--- src/rtl/gpio_port_pkg.sv ---
package gpio_port_pkg;
  localparam int NPINS = 8;
  localparam int DW    = 32;
  localparam int AW    = 4;

  typedef enum logic [AW-1:0] {
    A_DATA  = 4'd0,
    A_DIR   = 4'd1,
    A_IEN   = 4'd2,
    A_KIND  = 4'd3,
    A_POL   = 4'd4,
    A_DBEN  = 4'd5,
    A_ACK   = 4'd6,
    A_RAW   = 4'd7,
    A_MSK   = 4'd8
  } reg_addr_e;
endpackage

--- src/rtl/gpio_sync.sv ---
module gpio_sync #(
  parameter int W = 8
) (
  input  logic         clk,
  input  logic         rst_n,
  input  logic [W-1:0] d,
  output logic [W-1:0] q
);
  logic [W-1:0] s1, s2;
  always_ff @(posedge clk) begin
    if (!rst_n) begin
      s1 <= '0;
      s2 <= '0;
    end else begin
      s1 <= d;
      s2 <= s1;
    end
  end
  assign q = s2;
endmodule

--- src/rtl/gpio_debounce.sv ---
module gpio_debounce #(
  parameter int W        = 8,
  parameter int DB_TICKS = 4
) (
  input  logic         clk,
  input  logic         rst_n,
  input  logic         tick,
  input  logic [W-1:0] d,
  output logic [W-1:0] q
);
  localparam int CW = (DB_TICKS > 1) ? $clog2(DB_TICKS) : 1;
  localparam logic [CW-1:0] LAST = CW'(DB_TICKS - 1);

  for (genvar i = 0; i < W; i++) begin : g_pin
    logic [CW-1:0] cnt;
    logic          lvl;
    always_ff @(posedge clk) begin
      if (!rst_n) begin
        cnt <= '0;
        lvl <= 1'b0;
      end else if (d[i] == lvl) begin
        cnt <= '0;
      end else if (tick) begin
        if (cnt == LAST) begin
          lvl <= d[i];
          cnt <= '0;
        end else begin
          cnt <= cnt + 1'b1;
        end
      end
    end
    assign q[i] = lvl;
  end
endmodule

--- src/rtl/gpio_detect.sv ---
module gpio_detect #(
  parameter int W = 8
) (
  input  logic         clk,
  input  logic         rst_n,
  input  logic [W-1:0] qual,
  input  logic [W-1:0] kind,
  input  logic [W-1:0] pol,
  input  logic [W-1:0] ack,
  output logic [W-1:0] raw
);
  logic [W-1:0] prev, latch, event_hit;

  for (genvar i = 0; i < W; i++) begin : g_det
    logic rise, fall;
    assign rise         = qual[i] & ~prev[i];
    assign fall         = ~qual[i] & prev[i];
    assign event_hit[i] = kind[i] & (pol[i] ? rise : fall);
    assign raw[i]       = kind[i] ? latch[i] : ~(qual[i] ^ pol[i]);
  end

  always_ff @(posedge clk) begin
    if (!rst_n) begin
      prev  <= '0;
      latch <= '0;
    end else begin
      prev  <= qual;
      latch <= kind & ((latch & ~ack) | event_hit);
    end
  end
endmodule

--- src/rtl/gpio_port.sv ---
module gpio_port
  import gpio_port_pkg::*;
#(
  parameter int DB_TICKS = 4
) (
  input  logic          clk,
  input  logic          rst_n,
  input  logic          db_tick,
  input  logic          req_valid,
  output logic          req_ready,
  input  logic          req_write,
  input  logic [AW-1:0] req_addr,
  input  logic [DW-1:0] req_wdata,
  output logic          rsp_valid,
  input  logic          rsp_ready,
  output logic [DW-1:0] rsp_data,
  input  logic [NPINS-1:0] pin_in,
  output logic [NPINS-1:0] pin_out,
  output logic [NPINS-1:0] pin_oe,
  output logic [NPINS-1:0] irq_pin,
  output logic          irq_any
);
  logic [NPINS-1:0] data_q, dir_q, ien_q, kind_q, pol_q, dben_q;
  logic [NPINS-1:0] sync_v, db_v, qual_v, raw_v, ack_v;
  logic             acc, wr_acc, rd_acc;
  logic [NPINS-1:0] rd_byte;

  assign req_ready = !rsp_valid || rsp_ready;
  assign acc       = req_valid && req_ready;
  assign wr_acc    = acc && req_write;
  assign rd_acc    = acc && !req_write;

  gpio_sync #(.W(NPINS)) u_sync (
    .clk(clk), .rst_n(rst_n), .d(pin_in), .q(sync_v)
  );

  gpio_debounce #(.W(NPINS), .DB_TICKS(DB_TICKS)) u_db (
    .clk(clk), .rst_n(rst_n), .tick(db_tick), .d(sync_v), .q(db_v)
  );

  assign qual_v = (dben_q & db_v) | (~dben_q & sync_v);
  assign ack_v  = (wr_acc && req_addr == A_ACK) ? req_wdata[NPINS-1:0] : '0;

  gpio_detect #(.W(NPINS)) u_det (
    .clk(clk), .rst_n(rst_n), .qual(qual_v), .kind(kind_q),
    .pol(pol_q), .ack(ack_v), .raw(raw_v)
  );

  always_ff @(posedge clk) begin
    if (!rst_n) begin
      data_q <= '0;
      dir_q  <= '0;
      ien_q  <= '0;
      kind_q <= '0;
      pol_q  <= '0;
      dben_q <= '0;
    end else if (wr_acc) begin
      case (req_addr)
        A_DATA: data_q <= req_wdata[NPINS-1:0];
        A_DIR:  dir_q  <= req_wdata[NPINS-1:0];
        A_IEN:  ien_q  <= req_wdata[NPINS-1:0];
        A_KIND: kind_q <= req_wdata[NPINS-1:0];
        A_POL:  pol_q  <= req_wdata[NPINS-1:0];
        A_DBEN: dben_q <= req_wdata[NPINS-1:0];
        default: ;
      endcase
    end
  end

  always_comb begin
    case (req_addr)
      A_DATA:  rd_byte = sync_v;
      A_DIR:   rd_byte = dir_q;
      A_IEN:   rd_byte = ien_q;
      A_KIND:  rd_byte = kind_q;
      A_POL:   rd_byte = pol_q;
      A_DBEN:  rd_byte = dben_q;
      A_RAW:   rd_byte = raw_v;
      A_MSK:   rd_byte = raw_v & ien_q;
      default: rd_byte = '0;
    endcase
  end

  always_ff @(posedge clk) begin
    if (!rst_n) begin
      rsp_valid <= 1'b0;
      rsp_data  <= '0;
    end else if (rd_acc) begin
      rsp_valid <= 1'b1;
      rsp_data  <= {{(DW-NPINS){1'b0}}, rd_byte};
    end else if (rsp_ready) begin
      rsp_valid <= 1'b0;
    end
  end

  assign pin_out = data_q;
  assign pin_oe  = dir_q;
  assign irq_pin = raw_v & ien_q;
  assign irq_any = |irq_pin;
endmodule

--- config.mk ---
export PLATFORM = sky130hd
export DESIGN_NAME = gpio_port
export DESIGN_NICKNAME = d
export VERILOG_FILES = /design/src/rtl/gpio_port_pkg.sv /design/src/rtl/gpio_sync.sv /design/src/rtl/gpio_debounce.sv /design/src/rtl/gpio_detect.sv /design/src/rtl/gpio_port.sv
export SDC_FILE = /design/constraint.sdc
export NUM_CORES = 1
export LEC_CHECK = 0
export BUFFER_PORTS_ARGS = -buffer_cell sky130_fd_sc_hd__buf_2
export CORE_MARGIN = 2
export CORE_UTILIZATION = 40
export CTS_CLUSTER_DIAMETER = 50
export CTS_CLUSTER_SIZE = 24
export DETAILED_ROUTE_END_ITERATION = 6
export GPL_TIMING_DRIVEN = 0
export PLACE_DENSITY = 0.63
export SYNTH_ARGS = -nofsm -noshare
export SYNTH_HDL_FRONTEND = slang
export SYNTH_SLANG_ARGS = --single-unit
--- constraint.sdc ---
create_clock -name clk -period 2 [get_ports clk]
set_input_delay 0.2 -clock clk [delete_from_list [all_inputs] [get_ports clk]]
set_output_delay 0.2 -clock clk [all_outputs]
set_load 0.05 [all_outputs]
# Yosys cells after proc, flatten, opt, wreduce, memory -nomap -nowiden
# Index checks and enable logic that the tools add are counted.
# op_classes
addsub	8
reduce_logical	32
n_bitwise	74
n_eq_ne	24
muxes	28
# op_table
operator	n
one-hot mux 8 bit (8 select lines)	1
bitwise AND 8 bit	5
NOT 1 bit	33
bitwise AND 1 bit	24
AND reduction 3 bit	8
2-to-1 mux 1 bit	18
adder 2 x 1 -> 2 bit (second input constant)	8
== test 2 bit (second input constant)	8
== test 4 x 3 -> 1 bit (second input constant)	4
2-to-1 mux 2 bit	8
NOT 8 bit	2
OR 8 bit	2
OR reduction 2 bit	8
AND reduction 2 bit	6
== test 1 bit	8
== test 4 x 2 -> 1 bit (second input constant)	2
2-to-1 mux 8 bit	1
OR reduction 8 bit	1
XOR 1 bit	8
== test 4 x 1 -> 1 bit (second input constant)	1
== test 4 bit (second input constant)	1
logical AND 1 bit	4
logical NOT 4 bit	1
logical NOT 1 bit	2
other kinds (2)	2
# word_totals
register_bits	113
input_bits	50
word_cells	194
out_inout_bits	59

# Logic depth before layout (Yosys ltp)
# depth
depth_word	10
depth_mapped	7
ltp_nobuf	5

# Modules after synthesis
# From an unflattened synthesis, not the netlist that was laid out.
# hier_totals
hier_cells	565
hier_area_um2	5529.1
# by_module_without_submodules
mod	seq_area_each_um2	cells_each	n_inst	area_each_um2
gpio_port	1141.1	324	1	3060.4
gpio_debounce	480.5	119	1	1238.7
gpio_detect	320.3	89	1	783.3
gpio_sync	320.3	33	1	446.7

# Least setup slack after synthesis
# Ideal clock, no wire load.
# synth_timing
path_kind	register to register
startpoint	reg rsp_valid
endpoint	reg rsp_data[2]
path_buffers	1
synth_period_minus_slack_ns	2.089
setup_time_ns	0.095
stages_incl_launch_ff	7
t_arrival_ns	1.993
required_ns	1.905
path_slack_ns	-0.089
path_cell_list	dfxtp_1 -> and2b_1 -> inv_1 -> nand3_1 -> clkbuf_1 -> a2bb2oi_1 -> a221oi_1
# synth_via
elab_chain_cells	4
# synth_lines
element	line	source
start: declaration	gpio_port.sv:14	output logic rsp_valid,
start signal: assignment	gpio_port.sv:86	rsp_valid <= 1'b0;
start signal: assignment	gpio_port.sv:89	rsp_valid <= 1'b1;
start signal: assignment	gpio_port.sv:92	rsp_valid <= 1'b0;
logical NOT 1 bit	gpio_port.sv:28	assign req_ready = !rsp_valid || rsp_ready;
logical OR 1 bit	gpio_port.sv:28	
via req_ready	gpio_port.sv:10	output logic req_ready,
logical AND 1 bit	gpio_port.sv:29	assign acc = req_valid && req_ready;
logical AND 1 bit	gpio_port.sv:31	assign rd_acc = acc && !req_write;
end signal: assignment	gpio_port.sv:90	rsp_data <= {{(DW-NPINS){1'b0}}, rd_byte};
end: declaration	gpio_port.sv:16	output logic [DW-1:0] rsp_data,
# The timed path passes the listed nets, and every way through them passes these cells.
# A chain may end at the register's enable or synchronous reset.

# Worst setup path in the final report
# layout_timing
startpoint	reg dben_q[6]
endpoint	out irq_any
# layout_via
elab_chain_cells	8
elab_cells_between_ends	9
classes_between	mux: 1; bitwise: 7; reduce/logical: 1
# layout_lines
element	line	source
start: declaration	gpio_port.sv:23	logic [NPINS-1:0] data_q, dir_q, ien_q, kind_q, pol_q, dben_q;
start signal: assignment	gpio_port.sv:64	A_DBEN: dben_q <= req_wdata[NPINS-1:0];
NOT 8 bit	gpio_port.sv:41	assign qual_v = (dben_q & db_v) | (~dben_q & sync_v);
bitwise AND 8 bit	gpio_port.sv:41	
OR 8 bit *	gpio_port.sv:41	
XOR 1 bit *	gpio_detect.sv:19	assign raw[i] = kind[i] ? latch[i] : ~(qual[i] ^ pol[i]);
NOT 1 bit *	gpio_detect.sv:19	
2-to-1 mux 1 bit *	gpio_detect.sv:19	
bitwise AND 8 bit *	gpio_port.sv:98	assign irq_pin = raw_v & ien_q;
OR reduction 8 bit *	gpio_port.sv:99	assign irq_any = |irq_pin;
end: declaration	gpio_port.sv:21	output logic irq_any
# Every way passes the cells marked *; elsewhere a longest branch is shown, timed or not.

==> key figures <==
Die
  – Die X: 123 um
  – Die Footprint: 15100 um2
  – Initial core utilization: 40.8%
  – Io pins: 109
  – Row count: 43
  – Total core area: 13900 um2
  – Die Y-Extent: 123 um

Timing
  – Final Critical Period: 2.11 ns
  – Fin Clk Skew: 0.00608 ns
  – Final Hold Viols: 0
  – Worst-margin pin slew: 0.768 ns
  – Max-slew violations: 0
  – Slew headroom: 48.8%
  – Final setup violation count: 5
  – Final period utilization: 105%
  – RSZ-0062 raised after global routing: yes
  – Final worst setup slack: -0.105 ns
  – Fmax: 475 MHz

Synth
  – Post-synthesis sequential area ratio: 39.9%
  – EDFF count, synth: 0
  – Synth unique cells: 55
  – Asr flop ratio synth: 0%
  – Synthesis Warnings: 0
  – Synth Instances: 685
  – Synth Register Bits: 113
  – Synthesized area: 5670 um2
  – Prevailing post-synth register cell: dfxtp_1
  – Syn avg cell area: 8.28 um2

Critical path
  – CP Launch Type: flop
  – Crit path required time: 1.80 ns
  – Crit-path leading delay family: multiplexers
  – Crit. End Element: output pin
  – Cell count of the worst reg-to-reg path: 6
  – Cell mode on critical path: mux2i_4
  – Critical path type: flop to output pin
  – FF-to-FF End: pin_oe[0]$_SDFFE_PN0P_
  – Crit path buf inv count: 1
  – Crit-path cells: mux2i_4, mux2i_4, a32oi_4, nand4_1, buf_6
  – Flop-to-flop setup slack: 0.12 ns
  – Slowest cell on the critical path: dfxtp_4
  – R2R Path Start: rsp_valid$_SDFFE_PN0P_
  – Worst EP arrival: 1.91 ns
  – Critical Path Max Stage Delay: 0.36 ns
  – Maximum fanout along the worst path: 3
  – Crit. path cell count: 5

Power
  – Clock power frac: 50.7%
  – Net Switching: 1.54 mW
  – P_leak: 2.87 nW
  – Switching share of total power: 25.7%
  – Maximum vdd ir drop: 0.482 mV
  – Internal Power: 4.45 mW
  – Logic pwr share: 10.7%
  – Total Power: 6.00 mW
  – Power Density: 812 nW/um2
  – Seq pwr share: 38.5%

Finish
  – Most frequent cells in the layout: dfxtp_1 (101), a21oi_1 (87), nand3_1 (64)
  – Leading cell type in the layout, fill and taps excluded: dfxtp_1
  – Share of layout cells above drive strength 1: 23.8%
  – Area Growth Syn to Fin: 30.3%
  – Final-stage net count: 874
  – # fillers: 1312
  – # diodes: 0

Clock tree
  – Clock slew at reported path FFs: 0.06 ns
  – Clk_lat worst skew: 0.42 ns
  – CTS Sinks: 113
  – Clk root buf: clkbuf_16
  – Depth of the CTS H-tree: 4
  – CTS max path bufs: 2
  – CTS buffer count: 17
  – CTS tree: yes

Routing
  – Routed Antenna Nets: 0
  – Violation count after the first detailed-routing iteration: 683
  – Drt first pass iters: 5
  – Vias: 5714
  – Drt drc: 0
  – DR WL/cell: 19.7 um
  – Routed wire length: 19900 um
  – Vias per std cell: 5.66

GRT
  – Largest net degree at the start of global routing: 17
  – Total Routing Usage GR: 26.2%
  – Global-route met2 utilization: 41.4%
  – Gr busiest metal: met2
  – Global-route wire length before repair: 29100 um
  – Initial antenna violation count: 0
  – GRT overflow: 0
  – M3 GR Usage: 6.87%
  – Vias in the first global route: 5296
  – Global routing met1 resource utilization: 32.9%

Place
  – RD Place Congestion: 0.947
  – I/O Buffers: 57
  – HPWL Detailed: 13200 um
  – Post-Place Worst Slack: -0.0223 ns

Min path
  – WHS Path Cells: 3
  – Worst Hold Path EP: pin_out[5]$_SDFFE_PN0P_
  – Hold path startpoint: req_wdata[5]
  – Worst Hold Class: primary input to flop

Outcome
  – Violated checks: negative setup slack
  – Outcome: complete, but fails checks

Job
  – MaxCap Viol Count: 0
==> timing repair <==
action,CTS,global route
gates resized for setup,40,29
pin swaps,3,3
endpoints found under the setup margin,9,27
hold endpoints to repair,8,0
hold buffers,8,0
buffers inserted,13,11
==> worst register-to-register path: stages (launching register included) <==
cell,delay (ns)
dfxtp_2,0.32
and2b_1,0.21
inv_1,0.13
nand4_1,0.25
clkbuf_1,0.51
o21ai_0,0.22
a21oi_1,0.17
==> sequential cells by signal (all words and copies together) (netlist names), 8 cells and up <==
name	flops
kind_q	8
pin_out	8
pin_oe	8
dben_q	8
rsp_data	8
u_det.prev	8
u_sync.s1	8
u_db.g_pin.lvl	8
u_sync.q	8
pol_q	8
u_db.g_pin.cnt	16
ien_q	8
u_det.latch	8
==> stage by stage <==
| step | cells | cell area [um2] | hold slack (ns) | util (%) | TNS, ns |
|---|---|---|---|---|---|
| floorplan | 708 | 5760 | 0.327 | - | 0 |
| global placement | 945 | 6270 | 0.404 | 45.2 | 0 |
| detailed placement | 945 | 6270 | 0.409 | 45.2 | -0.0497 |
| CTS | 998 | 7170 | 0.0900 | 51.6 | -0.0816 |
| global route | 1009 | 7390 | 0.0976 | 53.2 | -0.560 |
| finish | 1009 | 7390 | 0.0969 | 53.2 | -0.266 |
==> cell usage after synthesis (2+ instances only) <==
library cell / n / area [um2]
nand2b_1: 11 / 68.8
a311oi_1: 2 / 17.5
nand3_1: 64 / 320
nor3_1: 12 / 60.1
a21oi_1: 87 / 435
o21ai_1: 7 / 35.0
a32oi_1: 4 / 35.0
a22oi_1: 2 / 15.0
nor2b_1: 20 / 125
o21ai_0: 49 / 245
nand4b_1: 2 / 17.5
nor2_1: 33 / 124
mux4_2: 3 / 67.6
buf_4: 27 / 203
nand4_1: 3 / 18.8
and2_1: 25 / 156
xor2_1: 8 / 70.1
nand2_1: 41 / 154
and3_1: 5 / 31.3
o31ai_1: 8 / 60.1
inv_1: 21 / 78.8
nand3b_1: 8 / 60.1
or2_2: 2 / 12.5
a211oi_1: 2 / 15.0
a2111oi_0: 2 / 17.5
mux2i_1: 34 / 340
a2bb2oi_1: 7 / 61.3
dfxtp_1: 113 / 2260
buf_2: 9 / 45.0
nor3b_1: 8 / 60.1
buf_6: 2 / 22.5
ha_1: 8 / 100
a221oi_1: 5 / 43.8
clkbuf_1: 30 / 113
==> logic make-up after synthesis <==
group	count (synthesis)	synth area share (%)
simple gates	242	22.8
mux	38	7.39
other cells	1	0.0661
xor+xnor	8	1.24
buf+inv	92	8.36
compound gates	183	18.5
flops	113	39.9
fa+ha+maj	8	1.77
==> power groups by stage <==
stage	Sequential, mW	Combinational [mW]	Clock [mW]
finish	2.31	0.644	3.04
global route	2.31	0.677	3.17
floorplan	2.36	0.383	0
detailed placement	2.36	0.565	0
global placement	2.36	0.559	0
CTS	2.31	0.605	3.05
==> per-layer routing <==
metal  share of wire (%)  up-vias  wire length [um]
met5                   0        -                 0
met1                  40     2678              8000
met4                 3.4        0               671
met3                 9.6       72              1920
li1                    -     2644                 -
met2                  47      320              9330
==> area by class of cell <==
cell class,count,area [um2],area share (%)
multi-input combinational,503,3210,43.5
sequential,113,2280,30.9
timing repair buffer,89,602,8.15
clock buffer,20,447,6.05
buffer,70,393,5.32
tap,180,225,3.05
clock inverter,12,140,1.90
inverter,22,82.6,1.12
==> worst max path at each step <==
stage	from	endpoint	slack (ns)
after floorplan	rsp_valid$_SDFFE_PN0P_	rsp_data[2]$_SDFFE_PN0P_	0.08
after global placement	dben_q[6]$_SDFFE_PN0P_	irq_any	0.01
after detailed placement	dben_q[6]$_SDFFE_PN0P_	irq_any	-0.02
after CTS	dben_q[6]$_SDFFE_PN0P_	irq_any	-0.08
after global routing	dben_q[6]$_SDFFE_PN0P_	irq_any	-0.17
final	dben_q[6]$_SDFFE_PN0P_	irq_any	-0.11
No activity file was read; power rests on OpenSTA's default activity.
